File: config.mk
export PLATFORM = sky130hd
export DESIGN_NAME = rs_sched
export DESIGN_NICKNAME = d
export VERILOG_FILES = /design/src/rtl/rs_pkg.sv /design/src/rtl/rs_alloc.sv /design/src/rtl/rs_entry.sv /design/src/rtl/rs_age_matrix.sv /design/src/rtl/rs_sched.sv
export SDC_FILE = /design/constraint.sdc
export NUM_CORES = 1
export LEC_CHECK = 0
export ABC_AREA = 1
export BUFFER_PORTS_ARGS = -buffer_cell sky130_fd_sc_hd__buf_4
export CORE_MARGIN = 1.5
export CORE_UTILIZATION = 50
export DETAILED_ROUTE_END_ITERATION = 16
export MAX_ROUTING_LAYER = met4
export PLACE_DENSITY_LB_ADDON = 0.3
export RECOVER_POWER = 100
export SLEW_MARGIN = 20
export SYNTH_ARGS = -nofsm -noshare
export SYNTH_HDL_FRONTEND = slang
export SYNTH_SLANG_ARGS = --single-unit
File: constraint.sdc
create_clock -name clk -period 6.3 [get_ports clk]
set_input_delay 1.26 -clock clk [delete_from_list [all_inputs] [get_ports clk]]
set_output_delay 1.26 -clock clk [all_outputs]
set_load 0.05 [all_outputs]
File: src/rtl/rs_pkg.sv
package rs_pkg;
  localparam int unsigned RS_DEPTH_DEF = 8;
  localparam int unsigned RS_TAG_W_DEF = 6;
  localparam int unsigned RS_PAY_W_DEF = 16;
endpackage

File: src/rtl/rs_alloc.sv
module rs_alloc #(
  parameter int unsigned DEPTH = 8
) (
  input  logic [DEPTH-1:0] vld,
  output logic [DEPTH-1:0] free_oh,
  output logic             has_free
);
  always_comb begin
    logic found;
    found   = 1'b0;
    free_oh = '0;
    for (int i = 0; i < DEPTH; i++) begin
      if (!vld[i] && !found) begin
        free_oh[i] = 1'b1;
        found      = 1'b1;
      end
    end
    has_free = found;
  end
endmodule

File: src/rtl/rs_entry.sv
module rs_entry #(
  parameter int unsigned TAG_W = 6,
  parameter int unsigned PAY_W = 16
) (
  input  logic             clk,
  input  logic             rst_n,
  input  logic             wr,
  input  logic             clr,
  input  logic [TAG_W-1:0] in_t1,
  input  logic             in_r1,
  input  logic [TAG_W-1:0] in_t2,
  input  logic             in_r2,
  input  logic [TAG_W-1:0] in_dst,
  input  logic [PAY_W-1:0] in_pay,
  input  logic             wb_valid,
  input  logic [TAG_W-1:0] wb_tag,
  output logic             vld,
  output logic             both_rdy,
  output logic [TAG_W-1:0] dst,
  output logic [PAY_W-1:0] pay
);
  logic             vld_q, vld_d;
  logic             r1_q, r1_d, r2_q, r2_d;
  logic [TAG_W-1:0] t1_q, t2_q, dst_q;
  logic [PAY_W-1:0] pay_q;

  // next state: wake-up on stored tags, or load with wake-up on incoming tags
  always_comb begin
    vld_d = vld_q;
    r1_d  = r1_q | (wb_valid && (t1_q == wb_tag));
    r2_d  = r2_q | (wb_valid && (t2_q == wb_tag));
    if (wr) begin
      vld_d = 1'b1;
      r1_d  = in_r1 | (wb_valid && (in_t1 == wb_tag));
      r2_d  = in_r2 | (wb_valid && (in_t2 == wb_tag));
    end
    if (clr) vld_d = 1'b0;
  end

  always_ff @(posedge clk or negedge rst_n) begin
    if (!rst_n) begin
      vld_q <= 1'b0;
      r1_q  <= 1'b0;
      r2_q  <= 1'b0;
    end else begin
      vld_q <= vld_d;
      r1_q  <= r1_d;
      r2_q  <= r2_d;
    end
  end

  // data fields: load enable only, no reset
  always_ff @(posedge clk) begin
    if (wr) begin
      t1_q  <= in_t1;
      t2_q  <= in_t2;
      dst_q <= in_dst;
      pay_q <= in_pay;
    end
  end

  assign vld      = vld_q;
  assign both_rdy = vld_q & r1_q & r2_q;
  assign dst      = dst_q;
  assign pay      = pay_q;
endmodule

File: src/rtl/rs_age_matrix.sv
module rs_age_matrix #(
  parameter int unsigned DEPTH = 8
) (
  input  logic             clk,
  input  logic             rst_n,
  input  logic [DEPTH-1:0] alloc_oh,
  input  logic [DEPTH-1:0] req,
  output logic [DEPTH-1:0] grant
);
  // older_q[i][j] = 1 : entry i was written before entry j
  logic [DEPTH-1:0] older_q [DEPTH];
  logic [DEPTH-1:0] older_d [DEPTH];

  always_comb begin
    for (int i = 0; i < DEPTH; i++) begin
      older_d[i] = older_q[i] | alloc_oh;           // every slot is older than a newcomer
      if (alloc_oh[i]) older_d[i] = '0;            // newcomer is older than nobody
    end
  end

  always_ff @(posedge clk or negedge rst_n) begin
    if (!rst_n) begin
      for (int i = 0; i < DEPTH; i++) older_q[i] <= '0;
    end else if (|alloc_oh) begin
      for (int i = 0; i < DEPTH; i++) older_q[i] <= older_d[i];
    end
  end

  always_comb begin
    for (int i = 0; i < DEPTH; i++) begin
      logic blocked;
      blocked = 1'b0;
      for (int j = 0; j < DEPTH; j++) blocked = blocked | (req[j] & older_q[j][i]);
      grant[i] = req[i] & ~blocked;
    end
  end
endmodule

File: src/rtl/rs_sched.sv
module rs_sched
  import rs_pkg::*;
#(
  parameter int unsigned DEPTH = RS_DEPTH_DEF,
  parameter int unsigned TAG_W = RS_TAG_W_DEF,
  parameter int unsigned PAY_W = RS_PAY_W_DEF
) (
  input  logic             clk,
  input  logic             rst_n,
  input  logic             flush,
  input  logic             in_valid,
  output logic             in_ready,
  input  logic [TAG_W-1:0] in_src1_tag,
  input  logic             in_src1_rdy,
  input  logic [TAG_W-1:0] in_src2_tag,
  input  logic             in_src2_rdy,
  input  logic [TAG_W-1:0] in_dst_tag,
  input  logic [PAY_W-1:0] in_payload,
  input  logic             wb_valid,
  input  logic [TAG_W-1:0] wb_tag,
  output logic             iss_valid,
  output logic [TAG_W-1:0] iss_dst_tag,
  output logic [PAY_W-1:0] iss_payload
);
  logic [1:0]       rst_sync_q;
  logic             rst_n_s;
  logic [DEPTH-1:0] vld, rdy_vec, free_oh, wr_oh, grant;
  logic             has_free, accept;
  logic [TAG_W-1:0] ent_dst [DEPTH];
  logic [PAY_W-1:0] ent_pay [DEPTH];

  always_ff @(posedge clk or negedge rst_n) begin
    if (!rst_n) rst_sync_q <= 2'b00;
    else        rst_sync_q <= {rst_sync_q[0], 1'b1};
  end
  assign rst_n_s = rst_sync_q[1];

  rs_alloc #(.DEPTH(DEPTH)) u_alloc (.vld(vld), .free_oh(free_oh), .has_free(has_free));

  assign in_ready = has_free;
  assign accept   = in_valid & has_free & ~flush;
  assign wr_oh    = free_oh & {DEPTH{accept}};

  for (genvar g = 0; g < DEPTH; g++) begin : g_ent
    rs_entry #(.TAG_W(TAG_W), .PAY_W(PAY_W)) u_ent (
      .clk(clk), .rst_n(rst_n_s), .wr(wr_oh[g]), .clr(flush | grant[g]),
      .in_t1(in_src1_tag), .in_r1(in_src1_rdy), .in_t2(in_src2_tag), .in_r2(in_src2_rdy),
      .in_dst(in_dst_tag), .in_pay(in_payload), .wb_valid(wb_valid), .wb_tag(wb_tag),
      .vld(vld[g]), .both_rdy(rdy_vec[g]), .dst(ent_dst[g]), .pay(ent_pay[g])
    );
  end

  rs_age_matrix #(.DEPTH(DEPTH)) u_age (
    .clk(clk), .rst_n(rst_n_s), .alloc_oh(wr_oh), .req(rdy_vec), .grant(grant)
  );

  always_comb begin
    iss_dst_tag = '0;
    iss_payload = '0;
    for (int i = 0; i < DEPTH; i++) begin
      if (grant[i]) begin
        iss_dst_tag = iss_dst_tag | ent_dst[i];
        iss_payload = iss_payload | ent_pay[i];
      end
    end
  end
  assign iss_valid = |grant;
endmodule

## Word-level counts from Yosys, hierarchy flattened

Index checks and enable logic that the tools add are counted.

- Eq/ne operators: 18
- Reduce and logical (&&, ||, !) cells: 48
- Mux-type cells: 71
- Bitwise operators: 204

Operators with widths:

| kind | count |
|---|---|
| 16-bit two-way mux | 8 |
| 16-bit OR | 7 |
| 6-bit == test | 18 |
| 1-bit bitwise AND | 90 |
| 1-bit OR | 82 |
| 8-bit two-way mux | 8 |
| 8-bit OR | 8 |
| 6-bit two-way mux | 8 |
| 1-bit two-way mux | 47 |
| 6-bit OR | 7 |
| 1-bit logical AND | 25 |
| 2-bit nonzero test | 8 |
| 8-bit OR reduction | 2 |
| 1-bit logical NOT | 13 |
| 1-bit inverter | 9 |
| 8-bit bitwise AND | 1 |

- Bits of input ports: 47
- Output and inout port bits: 24
- Word-level logic and storage cells: 406
- Register bits after elaboration: 362

## Depth between registers and ports, before layout

Gate-level depths: netlist of run 1.

- Depth after elaboration: 27
- Gate-level depth with buffers: 10
- Depth with buffers taken out: 8

## By module

Synthesis of run 1 repeated with hierarchy kept, for this count alone.

- Cells, all modules: 2094
- Area, all modules: 17410.4 µm²

By module, submodules not included:

| module | area each (µm²) | cells an instance | sequential area each (µm²) | instances |
|---|---|---|---|---|
| rs_entry | 1605.3 | 167 | 1096.1 | 8 |
| rs_age_matrix | 2867.8 | 360 | 1601.5 | 1 |
| rs_sched | 1614.0 | 380 | 50.0 | 1 |
| rs_alloc | 86.3 | 18 | 0.0 | 1 |

## Worst setup path after synthesis of run 1

No wires, ideal clock.

- Path kind: input-to-reg
- Start: input port flush
- End: register g_ent[7].u_ent.dst_q[0], enable pin
- Arrival time: 3.902 ns
- Slack: 1.931 ns
- Path buffers: 0
- Setup time: 0.467 ns
- Stages: 3
- Data required time: 5.833 ns
- Cells stage by stage: inv_2 nand2_1 nor3_1

- Cells in the longest elaborated chain, start to end: 3

RTL lines:

| element | RTL line | RTL |
|---|---|---|
| start: declaration | rs_sched.sv:10 | `input logic flush,` |
| 1-bit inverter | rs_sched.sv:41 | `assign accept = in_valid & has_free & ~flush;` |
| 1-bit bitwise AND | rs_sched.sv:41 |  |
| 8-bit bitwise AND | rs_sched.sv:42 | `assign wr_oh = free_oh & {DEPTH{accept}};` |
| via g_ent[7].u_ent.wr | rs_entry.sv:7 | `input logic wr,` |
| end signal: assignment | rs_entry.sv:57 | `dst_q <= in_dst;` |
| end: declaration | rs_entry.sv:24 | `logic [TAG_W-1:0] t1_q, t2_q, dst_q;` |

The timed path passes the listed nets, and every way through them passes these cells.
A chain may end at the register's enable or synchronous reset.

## Worst setup path in the final report of run 1

- Start: register g_ent[7].u_ent.vld_q
- End: output port iss_payload[1]

- Cells in the longest elaborated chain, start to end: 21
- Elaborated cells on any way between the ends: 49
- Those cells by class: mux: 8; bitwise: 41

RTL lines:

| element | RTL line | RTL |
|---|---|---|
| start: declaration | rs_entry.sv:22 | `logic vld_q, vld_d;` |
| start signal: assignment | rs_entry.sv:46 | `vld_q <= vld_d;` |
| 1-bit bitwise AND (*) (2 in a row) | rs_entry.sv:63 | `assign both_rdy = vld_q & r1_q & r2_q;` |
| 1-bit bitwise AND | rs_age_matrix.sv:33 | `for (int j = 0; j < DEPTH; j++) blocked = blocked \| (req[j] & older_q[j][i]);` |
| 1-bit OR | rs_age_matrix.sv:33 |  |
| 1-bit inverter | rs_age_matrix.sv:34 | `grant[i] = req[i] & ~blocked;` |
| 1-bit bitwise AND | rs_age_matrix.sv:34 |  |
| 16-bit two-way mux | rs_sched.sv:61 | `if (grant[i]) begin` |
| 16-bit OR | rs_sched.sv:63 | `iss_payload = iss_payload \| ent_pay[i];` |
| 16-bit two-way mux | rs_sched.sv:61 |  |
| [4 not listed] | n/a |  |
| 16-bit OR | rs_sched.sv:63 |  |
| 16-bit two-way mux | rs_sched.sv:61 |  |
| 16-bit OR | rs_sched.sv:63 |  |
| 16-bit two-way mux | rs_sched.sv:61 |  |
| 16-bit OR | rs_sched.sv:63 |  |
| 16-bit two-way mux | rs_sched.sv:61 |  |
| 16-bit OR | rs_sched.sv:63 |  |
| 16-bit two-way mux (*) | rs_sched.sv:61 |  |
| end: declaration | rs_sched.sv:23 | `output logic [PAY_W-1:0] iss_payload` |

Every way passes the cells marked *; elsewhere a longest branch is shown, timed or not.

==> results of run 1 <==
-- cells in the final DEF, fill, tap and decap left out, types with 16 or more instances in the layout --
master,count
xnor2_1,22
o21ai_0,48
clkbuf_16,39
nand4_1,63
a21oi_1,30
inv_1,168
edfxtp_1,272
dfrtp_1,90
buf_4,19
nand2_1,362
xor2_1,16
nand3_1,214
nor2_1,98
clkbuf_1,73
-- how the worst min path moves through the flow --
stage / endpoint / start / cells after the start
after global placement: rst_sync_q[1]$_DFF_PN0_ / rst_sync_q[0]$_DFF_PN0_ / 0
after CTS: rst_sync_q[1]$_DFF_PN0_ / rst_sync_q[0]$_DFF_PN0_ / 0
after global routing: rst_sync_q[1]$_DFF_PN0_ / rst_sync_q[0]$_DFF_PN0_ / 0
final: rst_sync_q[1]$_DFF_PN0_ / rst_sync_q[0]$_DFF_PN0_ / 0
after detailed placement: rst_sync_q[1]$_DFF_PN0_ / rst_sync_q[0]$_DFF_PN0_ / 0
after floorplan: rst_sync_q[1]$_DFF_PN0_ / rst_sync_q[0]$_DFF_PN0_ / 0
-- kinds of logic after synthesis --
logic type | count (synthesis)
AO/OA/AOI/OAI | 91
XOR/XNOR | 38
buffers and inverters | 255
flip-flops | 362
other | 1
AND/OR/NAND/NOR | 779
-- where the power goes --
group	switching, µW	internal [µW]
clock	907	1270
sequential	74.2	2630
combinational	197	67.1
total	1180	3970
-- area by class of cell --
cell class	count	area [µm²]
Clock inverter	21	178.9
Inverter	170	638.1
Tap cell	402	503.0
Timing Repair Buffer	85	394.1
Fill cell	2700	13910
Sequential cell	362	10420
Clock buffer	48	1020
Multi-Input combinational cell	909	4328
-- per-stage QoR --
| step | util, % | instance area [µm²] | hold WS [ns] |
|---|---|---|---|
| 5_1_grt | 55.69 | 17480 | 0.3519 |
| 4_1_cts | 56.55 | 17750 | 0.3502 |
| 3_3_place_gp | 52.65 | 16530 | 0.3385 |
| 6_report | 55.69 | 17480 | 0.3478 |
| 3_5_place_dp | 52.73 | 16550 | 0.3370 |
| 2_1_floorplan | - | 15870 | 0.3312 |
-- state kept, by name, indices dropped and copies added, names as in the netlist --
register,cells
g_ent.u_ent.pay,128
g_ent.u_ent.vld,8
g_ent.u_ent.r2_q,8
u_age.older_q,64
g_ent.u_ent.r1_q,8
g_ent.u_ent.t2_q,48
g_ent.u_ent.dst,48
g_ent.u_ent.t1_q,48
rst_sync_q,2
-- per-layer routing --
metal / part of all wire (%) / up-vias
met3: 8.5 / 90
met2: 47 / 535
met4: 2.5 / 0
met5: 0 / -
li1: - / 5194
met1: 42 / 5456
==> run metrics, run 1 <==
status=finished with violations; failing checks=max-capacitance violations, max-slew violations; stages on the worst setup path=10; clock tree buffer depth=3; initial antenna violation count=0; H-tree depth=2; endpoint class of the critical path=primary output; #FFs+latches synth=362; GR Overflow Total=0; synthesized-area fraction occupied by adder cells=0%; Die Height=181.1 µm; crit path from=g_ent[7].u_ent.vld$_DFFE_PN0P_; post-synthesis xor/xnor area fraction=2.098%; Avg WL per Cell=20.10 µm; top_reg_cell synth=edfxtp_1; Worst Tran Pin Value=3.157 ns; Worst Setup Slack, final=1.294 ns; FF-to-FF End=g_ent[7].u_ent.t1_q[3]$_DFFE_PP_; GR peak layer=met2; total wire length=40.14 mm; Synth Area in Compound Gates=2.989%; PortBufs=70; postcts setup bufs=0; routed vias/inst=5.646; final layout net count=1613; worst setup path end=iss_payload[1]; Post-synth EDFFs=272; Tcrit/Tclk final=79.46%; GR Layer Usage met1=34.46%; area grow syn2layout=10.19%; origin of the critical flop-to-flop path=g_ent[3].u_ent.vld$_DFFE_PN0P_; CTS tree=built; largest net degree at the start of global routing=89; classification of the worst setup path=flip-flop to primary output; share of the synthesized area in the top cell type=51.48%; startpoint type of the worst setup path=flip-flop; Initial Util=50.54%; Core Area=31390 µm²; Root Buffer=clkbuf_16; vias in the first global route=11170; total power=5144 µW; DRC viols=0; # hold bufs at CTS=0; CP max stage delay=1.19 ns; Peak Freq=199.8 MHz; Num CTS Buffers=38; Routed Antenna Nets=0; placed insts=1927; Place WS=2.395 ns; share of cells above drive strength 1=6.834%; syn_nets=1573; die area=32810 µm²; Clk pin slew, worst setup/hold paths=0.06 ns; Synth warnings=0; first-pass GRT wire length=62.90 mm; Syn Area/Cell=10.40 µm²; hold crit path type=flip-flop to flip-flop; mux contribution to synthesized area=0%; final period demand of the worst path=5.006 ns; leakage power=0.007556 µW; most used cell, CP=nand2_1; Async SR Flop Fraction=24.86%; GR Util met3=3.790%; GPL Wtd Cong=0.8829; CTS Sinks=362; Post-Synthesis Cells=1526; Final Setup Violations=0; met2 Use GR=40.82%; CP max stage cell=clkbuf_1; Die Wd=181.1 µm; Cell Chain, Critical Path=nand3_1, nor2_1, nand2_1, nor2_2, clkbuf_1, nand3_1, nand2_1, nor2_1, nand2_1, clkbuf_1; Buf/Inv on CP=2; R2R depth=5; clock latency on the worst-skew pair=0.52 ns; Seq/Total Area, Yosys=65.68%; row count=65; CP arrival=3.75 ns; unrepaired setup endpoints after global routing=false; most common cell in the netlist=nand2_1; MaxCap Viol Count=10; final hold vios=0; Crit Path Max Fanout=23; leading area contributor after synthesis=edfxtp_1; synth cell count leaders=362 x nand2_1, 272 x edfxtp_1, 213 x nand3_1; slew margin rel.=-110.5%; CP required=5.04 ns; post-cts resize count=0; worst vdd ir=0.2074 mV; unique cell type count in the Yosys netlist=33; Initial DRT Pass Iterations=6; r2r setup slk=1.96 ns; Post-Synth Simple-Gate Area=22.06%; Diodes inserted=0; TNS Setup=0 ns; Final Max Tran Viols=334; delay-heaviest family, CP=buffers and inverters; largest family of logic cells by synthesized area=simple AND/OR/NAND/NOR gates; pwr dens=294.2 nW/µm²; DR vias=11280; synth top area cells=edfxtp_1 51%, dfrtp_1 14%, nand2_1 8.6%, nand3_1 6.7%, inv_1 3.8%; HPWL after DPL=23.91 mm; GRT Util Overall=25.72%; Final Skew=0.01445 ns; non-filler cells in the finished layout=1997; I/O pin count=71; DRT iter0 DRCs=1227; post-synthesis instance area=15870 µm²
No activity file was read; power rests on OpenSTA's default activity.
==> run 2: changes to the inputs <==
--- a/config.mk
+++ b/config.mk
@@ -5,7 +5,7 @@
 export SDC_FILE = /design/constraint.sdc
 export NUM_CORES = 1
 export LEC_CHECK = 0
-export ABC_AREA = 1
+export ABC_AREA = 0
 export BUFFER_PORTS_ARGS = -buffer_cell sky130_fd_sc_hd__buf_4
 export CORE_MARGIN = 1.5
 export CORE_UTILIZATION = 50
==> constraint.sdc (replaced) <==
create_clock -name clk -period 5.15 [get_ports clk]
set_input_delay 1.03 -clock clk [delete_from_list [all_inputs] [get_ports clk]]
set_output_delay 1.03 -clock clk [all_outputs]
set_load 0.05 [all_outputs]
==> run metrics, run 2 <==
status=finished with violations (unchanged); failing checks=max-capacitance violations, max-slew violations (unchanged); largest net degree at the start of global routing=69 (was 89); Async SR Flop Fraction=24.86% (unchanged); Post-Synthesis Cells=1052 (was 1526); initial antenna violation count=0 (unchanged); DR vias=8944 (was 11280); Final Setup Violations=0 (unchanged); startpoint type of the worst setup path=flip-flop (unchanged); Routed Antenna Nets=0 (unchanged); share of cells above drive strength 1=7.785% (was 6.834%); Syn Area/Cell=14.05 µm² (was 10.40 µm²); total wire length=34.20 mm (was 40.14 mm); CP required=4.12 ns (was 5.04 ns); origin of the critical flop-to-flop path=g_ent[1].u_ent.vld$_DFFE_PN0P_ (was g_ent[3].u_ent.vld$_DFFE_PN0P_); classification of the worst setup path=flip-flop to primary output (unchanged); delay-heaviest family, CP=simple AND/OR/NAND/NOR gates (was buffers and inverters); final hold vios=0 (unchanged); H-tree depth=2 (unchanged); #FFs+latches synth=362 (unchanged); r2r setup slk=1.21 ns (was 1.96 ns); DRC viols=0 (unchanged); CTS Sinks=362 (unchanged); Final Max Tran Viols=349 (was 334); slew margin rel.=-132.4% (was -110.5%); Worst Tran Pin Value=3.487 ns (was 3.157 ns); most common cell after layout, fill and taps aside=edfxtp_1 (was nand2_1); synth top area cells=edfxtp_1 55%, dfrtp_1 15%, xnor2_1 3.2%, xor2_1 3.2%, nor2_1 3.1% (was edfxtp_1 51%, dfrtp_1 14%, nand2_1 8.6%, nand3_1 6.7%, inv_1 3.8%); Initial Util=51.20% (was 50.54%); Clk pin slew, worst setup/hold paths=0.06 ns (about the same); Tcrit/Tclk final=91.18%; Final Skew=0.02084 ns (was 0.01445 ns); placed insts=1471 (was 1927); Die Height=174.9 µm (was 181.1 µm); GPL Wtd Cong=0.9048 (was 0.8829); die area=30590 µm² (was 32810 µm²); endpoint class of the critical path=primary output (unchanged); GRT Util Overall=23.78% (was 25.72%); Buf/Inv on CP=1 (was 2); non-filler cells in the finished layout=1540 (was 1997); leakage power=0.005923 µW (was 0.007556 µW); pwr dens=369.9 nW/µm² (was 294.2 nW/µm²); number of fill cells=2410 (was 2700); syn_nets=1099 (was 1573); final period demand of the worst path=4.696 ns; top_reg_cell synth=edfxtp_1 (unchanged); Num CTS Buffers=38 (unchanged); max reg flops=128 (unchanged); hold crit path type=primary input to asynchronous set/reset pin (was flip-flop to flip-flop); Cell Chain, Critical Path=and4b_1, nand4_2, nor2_1, a22oi_1, nand3_1, clkbuf_1 (was nand3_1, nor2_1, nand2_1, nor2_2, clkbuf_1, nand3_1, nand2_1, nor2_1, nand2_1, clkbuf_1); FF-to-FF End=g_ent[3].u_ent.t2_q[2]$_DFFE_PP_ (was g_ent[7].u_ent.t1_q[3]$_DFFE_PP_); most common cell in the netlist=edfxtp_1 (was nand2_1); Diodes inserted=0 (unchanged); CP arrival=3.67 ns (was 3.75 ns); clock latency on the worst-skew pair=0.53 ns (was 0.52 ns); GR Overflow Total=0 (unchanged); row count=62 (was 65); Core Area=28860 µm² (was 31390 µm²); post-cts resize count=0 (unchanged); Die Wd=174.9 µm (was 181.1 µm); final layout net count=1175 (was 1613); unique cell type count in the Yosys netlist=41 (was 33); Seq/Total Area, Yosys=70.52% (was 65.68%); MaxCap Viol Count=8 (was 10); Avg WL per Cell=22.21 µm (was 20.10 µm); DRT iter0 DRCs=729 (was 1227); Synth warnings=0 (unchanged); I/O pin count=71 (unchanged); Root Buffer=clkbuf_16 (unchanged); PortBufs=70 (unchanged); postcts setup bufs=0 (unchanged); worst vdd ir=0.3356 mV (was 0.2074 mV); Post-synth EDFFs=272 (unchanged); Initial DRT Pass Iterations=5 (was 6); most frequent cells in the layout=272 x edfxtp_1, 122 x nor2_1, 90 x dfrtp_1 (was 362 x nand2_1, 272 x edfxtp_1, 214 x nand3_1); post-synthesis instance area=14780 µm² (was 15870 µm²); # hold bufs at CTS=0 (unchanged); synth cell count leaders=272 x edfxtp_1, 122 x nor2_1, 90 x dfrtp_1 (was 362 x nand2_1, 272 x edfxtp_1, 213 x nand3_1); R2R depth=5 (unchanged); HPWL after DPL=21.16 mm (was 23.91 mm); Peak Freq=213.0 MHz; leading area contributor after synthesis=edfxtp_1 (unchanged); Crit Path Max Fanout=19 (was 23); clock tree buffer depth=3 (unchanged); vias in the first global route=8965 (was 11170); share of the synthesized area in the top cell type=55.28% (was 51.48%); CP max stage cell=nor2_1 (was clkbuf_1); CP max stage delay=0.94 ns (was 1.19 ns); TNS Setup=0 ns (unchanged); area grow syn2layout=11.52% (was 10.19%); unrepaired setup endpoints after global routing=false (unchanged); CTS tree=built (unchanged); routed vias/inst=5.808 (was 5.646); first-pass GRT wire length=53.16 mm (was 62.90 mm)
[run 2: cell count changes in the layout (fill, tap and decap cells not counted), moves of 48 or more]
cell and change:
inv_1 -98, nand3_1 -186, a22oi_1 +53, o21ai_0 -48
nand2_1 -356, nor3_1 +70
[run 2: how the worst max path moves through the flow]
stage / start / cells after the start / end / slack, ns
after floorplan: flush / 5 / g_ent[6].u_ent.dst[0]$_DFFE_PP_ / 1.75
after CTS: g_ent[6].u_ent.vld$_DFFE_PN0P_ / 6 / iss_payload[14] / 0.74
after global routing: g_ent[6].u_ent.vld$_DFFE_PN0P_ / 6 / iss_payload[2] / 0.37
after detailed placement: g_ent[6].u_ent.vld$_DFFE_PN0P_ / 6 / iss_payload[14] / 1.29
final: g_ent[6].u_ent.vld$_DFFE_PN0P_ / 6 / iss_payload[6] / 0.45
after global placement: g_ent[6].u_ent.vld$_DFFE_PN0P_ / 6 / iss_payload[2] / 1.34
[run 2: report_power, final]
part           switching (µW)  total, µW  internal [µW]
clock                    1060       2470           1410
combinational             229        325           96.5
sequential               79.5       3300           3220
total                    1370       6090           4720
[run 2: area by class of cell]
| cell class | instances | area [µm²] | area share, % |
|---|---|---|---|
| inverters | 70 | 262.8 | 1.595 |
| clock inverters | 15 | 76.32 | 0.4632 |
| well taps | 384 | 480.5 | 2.916 |
| clock buffers | 53 | 1039 | 6.303 |
| multi-input cells | 563 | 3780 | 22.94 |
| repair buffers | 93 | 419.2 | 2.544 |
| flip-flops and latches | 362 | 10420 | 63.24 |
[run 2: worst register-to-register path: cells and delay by family, from the launching register on]
kind	cells	cell delay [ns]
DFF	1	0.55
buffers and inverters	2	1.78
and+or+nand+nor	3	1.27
[run 2: through the flow]
stage | worst slack [ns] | area [µm²] | util (%) | total power (µW) | hold WS (ns)
finish | 0.4543 | 16480 | 57.10 | 6095 | 0.2851
global route | 0.3716 | 16480 | 57.10 | 6277 | 0.2832
CTS | 0.7378 | 16790 | 58.19 | 6150 | 0.2269
detailed placement | 1.293 | 15680 | 54.33 | 3704 | 0.2185
global placement | 1.343 | 15680 | 54.33 | 3692 | 0.2163
floorplan | 1.752 | 14780 | - | 3552 | 0.3312
[run 2: layer usage]
metal,part of all wire [%],track usage [%]
met1,44,32.32
met2,47,36.51
met3,6.9,4.069
met4,2.9,8.262
met5,0,-
[run 2: cell families after synthesis]
logic type / after synthesis / synth area share, %
simple gates: 350 / 12.19
other cells: 1 / 0.02538
compound gates: 104 / 6.969
buf+inv: 127 / 3.895
flops: 362 / 70.52
xor+xnor: 108 / 6.402
==> run 3: changes to the inputs <==
--- a/config.mk
+++ b/config.mk
@@ -12,8 +12,9 @@
 export DETAILED_ROUTE_END_ITERATION = 16
 export MAX_ROUTING_LAYER = met4
 export PLACE_DENSITY_LB_ADDON = 0.3
-export RECOVER_POWER = 100
+export RECOVER_POWER = 25
 export SLEW_MARGIN = 20
 export SYNTH_ARGS = -nofsm -noshare
 export SYNTH_HDL_FRONTEND = slang
 export SYNTH_SLANG_ARGS = --single-unit
+export TNS_END_PERCENT = 5
==> run metrics, run 3 (synthesis gave the netlist of run 2 again) <==
status=finished clean (was finished with violations); # hold bufs at CTS=0 (unchanged); classification of the worst setup path=flip-flop to primary output (unchanged); GRT Util Overall=23.78% (unchanged); Tcrit/Tclk final=85.83% (was 91.18%); vias in the first global route=8965 (unchanged); H-tree depth=2 (unchanged); Num CTS Buffers=38 (unchanged); total wire length=34.17 mm (was 34.20 mm); share of cells above drive strength 1=12.72% (was 7.785%); row count=62 (unchanged); CP arrival=3.39 ns (was 3.67 ns); routed vias/inst=5.829 (was 5.808); Initial Util=51.20% (unchanged); Root Buffer=clkbuf_16 (unchanged); GPL Wtd Cong=0.9048 (unchanged); Diodes inserted=0 (unchanged); DRT iter0 DRCs=816 (was 729); Core Area=28860 µm² (unchanged); post-cts resize count=0 (unchanged); unrepaired setup endpoints after global routing=false (unchanged); HPWL after DPL=21.16 mm (unchanged); placed insts=1471 (unchanged); Initial DRT Pass Iterations=5 (unchanged); I/O pin count=71 (unchanged); Die Wd=174.9 µm (unchanged); leakage power=0.006126 µW (was 0.005923 µW); dpl cell area=15680 µm² (unchanged); Final Skew=0.01502 ns (was 0.02084 ns); Final Setup Violations=0 (unchanged); Cell Chain, Critical Path=and4b_1, nand4_2, nor2_1, a22oi_1, nand3_1, buf_4 (was and4b_1, nand4_2, nor2_1, a22oi_1, nand3_1, clkbuf_1); clock latency on the worst-skew pair=0.52 ns (was 0.53 ns); final hold vios=0 (unchanged); Peak Freq=226.2 MHz (was 213.0 MHz); end-of-flow core utilization=57.93% (was 57.10%); MaxCap Viol Count=0 (was 8); register area=10420 µm² (unchanged); non-filler cells in the finished layout=1540 (unchanged); die area=30590 µm² (unchanged); R2R depth=4 (was 5); max reg flops=128 (unchanged); endpoint class of the critical path=primary output (unchanged); worst vdd ir=0.3370 mV (was 0.3356 mV); routed length on met2=15.98 mm (was 15.95 mm); most frequent cells in the layout=272 x edfxtp_1, 120 x nor2_1, 90 x dfrtp_1 (was 272 x edfxtp_1, 122 x nor2_1, 90 x dfrtp_1); CP max stage delay=0.91 ns (was 0.94 ns); hold crit path type=primary input to asynchronous set/reset pin (unchanged); Final Max Tran Viols=0 (was 349); TNS Setup=0 ns (unchanged); Top Layer Used=met4 (unchanged); number of fill cells=2358 (was 2410); area grow syn2layout=13.15% (was 11.52%); startpoint type of the worst setup path=flip-flop (unchanged); Worst Tran Pin Value=1.002 ns (was 3.487 ns); CP required=4.12 ns (about the same); GR Overflow Total=0 (unchanged); pwr dens=365.0 nW/µm² (was 369.9 nW/µm²); final period demand of the worst path=4.420 ns (was 4.696 ns); r2r setup slk=2.56 ns (was 1.21 ns); Worst Setup Slack, final=0.7296 ns (was 0.4543 ns); final layout net count=1175 (unchanged); Crit Path Max Fanout=19 (unchanged); Clk pin slew, worst setup/hold paths=0.06 ns (about the same); Routed met3 length=2.211 mm (was 2.367 mm); slew margin rel.=33.08% (was -132.4%); initial antenna violation count=0 (unchanged); CTS tree=built (unchanged); Place WS=1.293 ns (unchanged); most common cell after layout, fill and taps aside=edfxtp_1 (unchanged); DR vias=8977 (was 8944); Avg WL per Cell=22.19 µm (was 22.21 µm); postcts setup bufs=0 (unchanged); CP max stage cell=nor2_1 (unchanged); Routed Antenna Nets=0 (unchanged); clock tree buffer depth=3 (unchanged); CTS Sinks=362 (unchanged); met1 WL=15.03 mm (was 14.89 mm); Post-Layout Inst Area=16720 µm² (was 16480 µm²); PortBufs=70 (unchanged); Die Height=174.9 µm (unchanged); largest net degree at the start of global routing=69 (unchanged); first-pass GRT wire length=53.16 mm (unchanged); area of the multi-input gates=3820 µm² (was 3780 µm²); DRC viols=0 (unchanged)
run 3: final timing paths:
check,start,to
worst max-delay path,g_ent[6].u_ent.vld$_DFFE_PN0P_,iss_payload[14]
worst min-delay path,rst_n,rst_sync_q[0]$_DFF_PN0_
worst max register to register,g_ent[6].u_ent.vld$_DFFE_PN0P_,g_ent[6].u_ent.vld$_DFFE_PN0P_
worst min register to register,rst_sync_q[0]$_DFF_PN0_,rst_sync_q[1]$_DFF_PN0_
max in group asynchronous,rst_sync_q[1]$_DFF_PN0_,u_age.older_q[14]$_DFFE_PN0P_
min in group clk,rst_sync_q[0]$_DFF_PN0_,rst_sync_q[1]$_DFF_PN0_
run 3: metal layers:
metal	vias up	track usage (%)
li1	4048	-
met1	4527	32.32
met2	331	36.51
met3	71	4.069
met4	0	8.262
met5	-	-
run 3: cell type report:
class	instances	share of cell area (%)
clock buffers	53	6.212
clock inverters	15	0.4565
inverters	70	1.572
multi-input cells	563	22.85
flip-flops and latches	362	62.33
well taps	384	2.874
repair buffers	93	3.712
run 3: through the flow:
step | power [µW] | hold WS [ns]
after floorplan | 3552 | 0.3312
after global placement | 3692 | 0.2163
after detailed placement | 3704 | 0.2185
final | 6102 | 0.2908
after CTS | 6150 | 0.2269
after global routing | 6293 | 0.2832
run 3: critical path: cells and delay by family (launching register included):
family / cells / cell delay [ns]
compound gates: 1 / 0.22
buf+inv: 1 / 0.20
flops: 1 / 0.50
simple gates: 4 / 1.96
run 3: power breakdown:
group	switching, µW	total [µW]	internal (µW)
clock	1050	2460	1410
sequential	79.6	3290	3220
combinational	229	343	114
total	1360	6100	4740
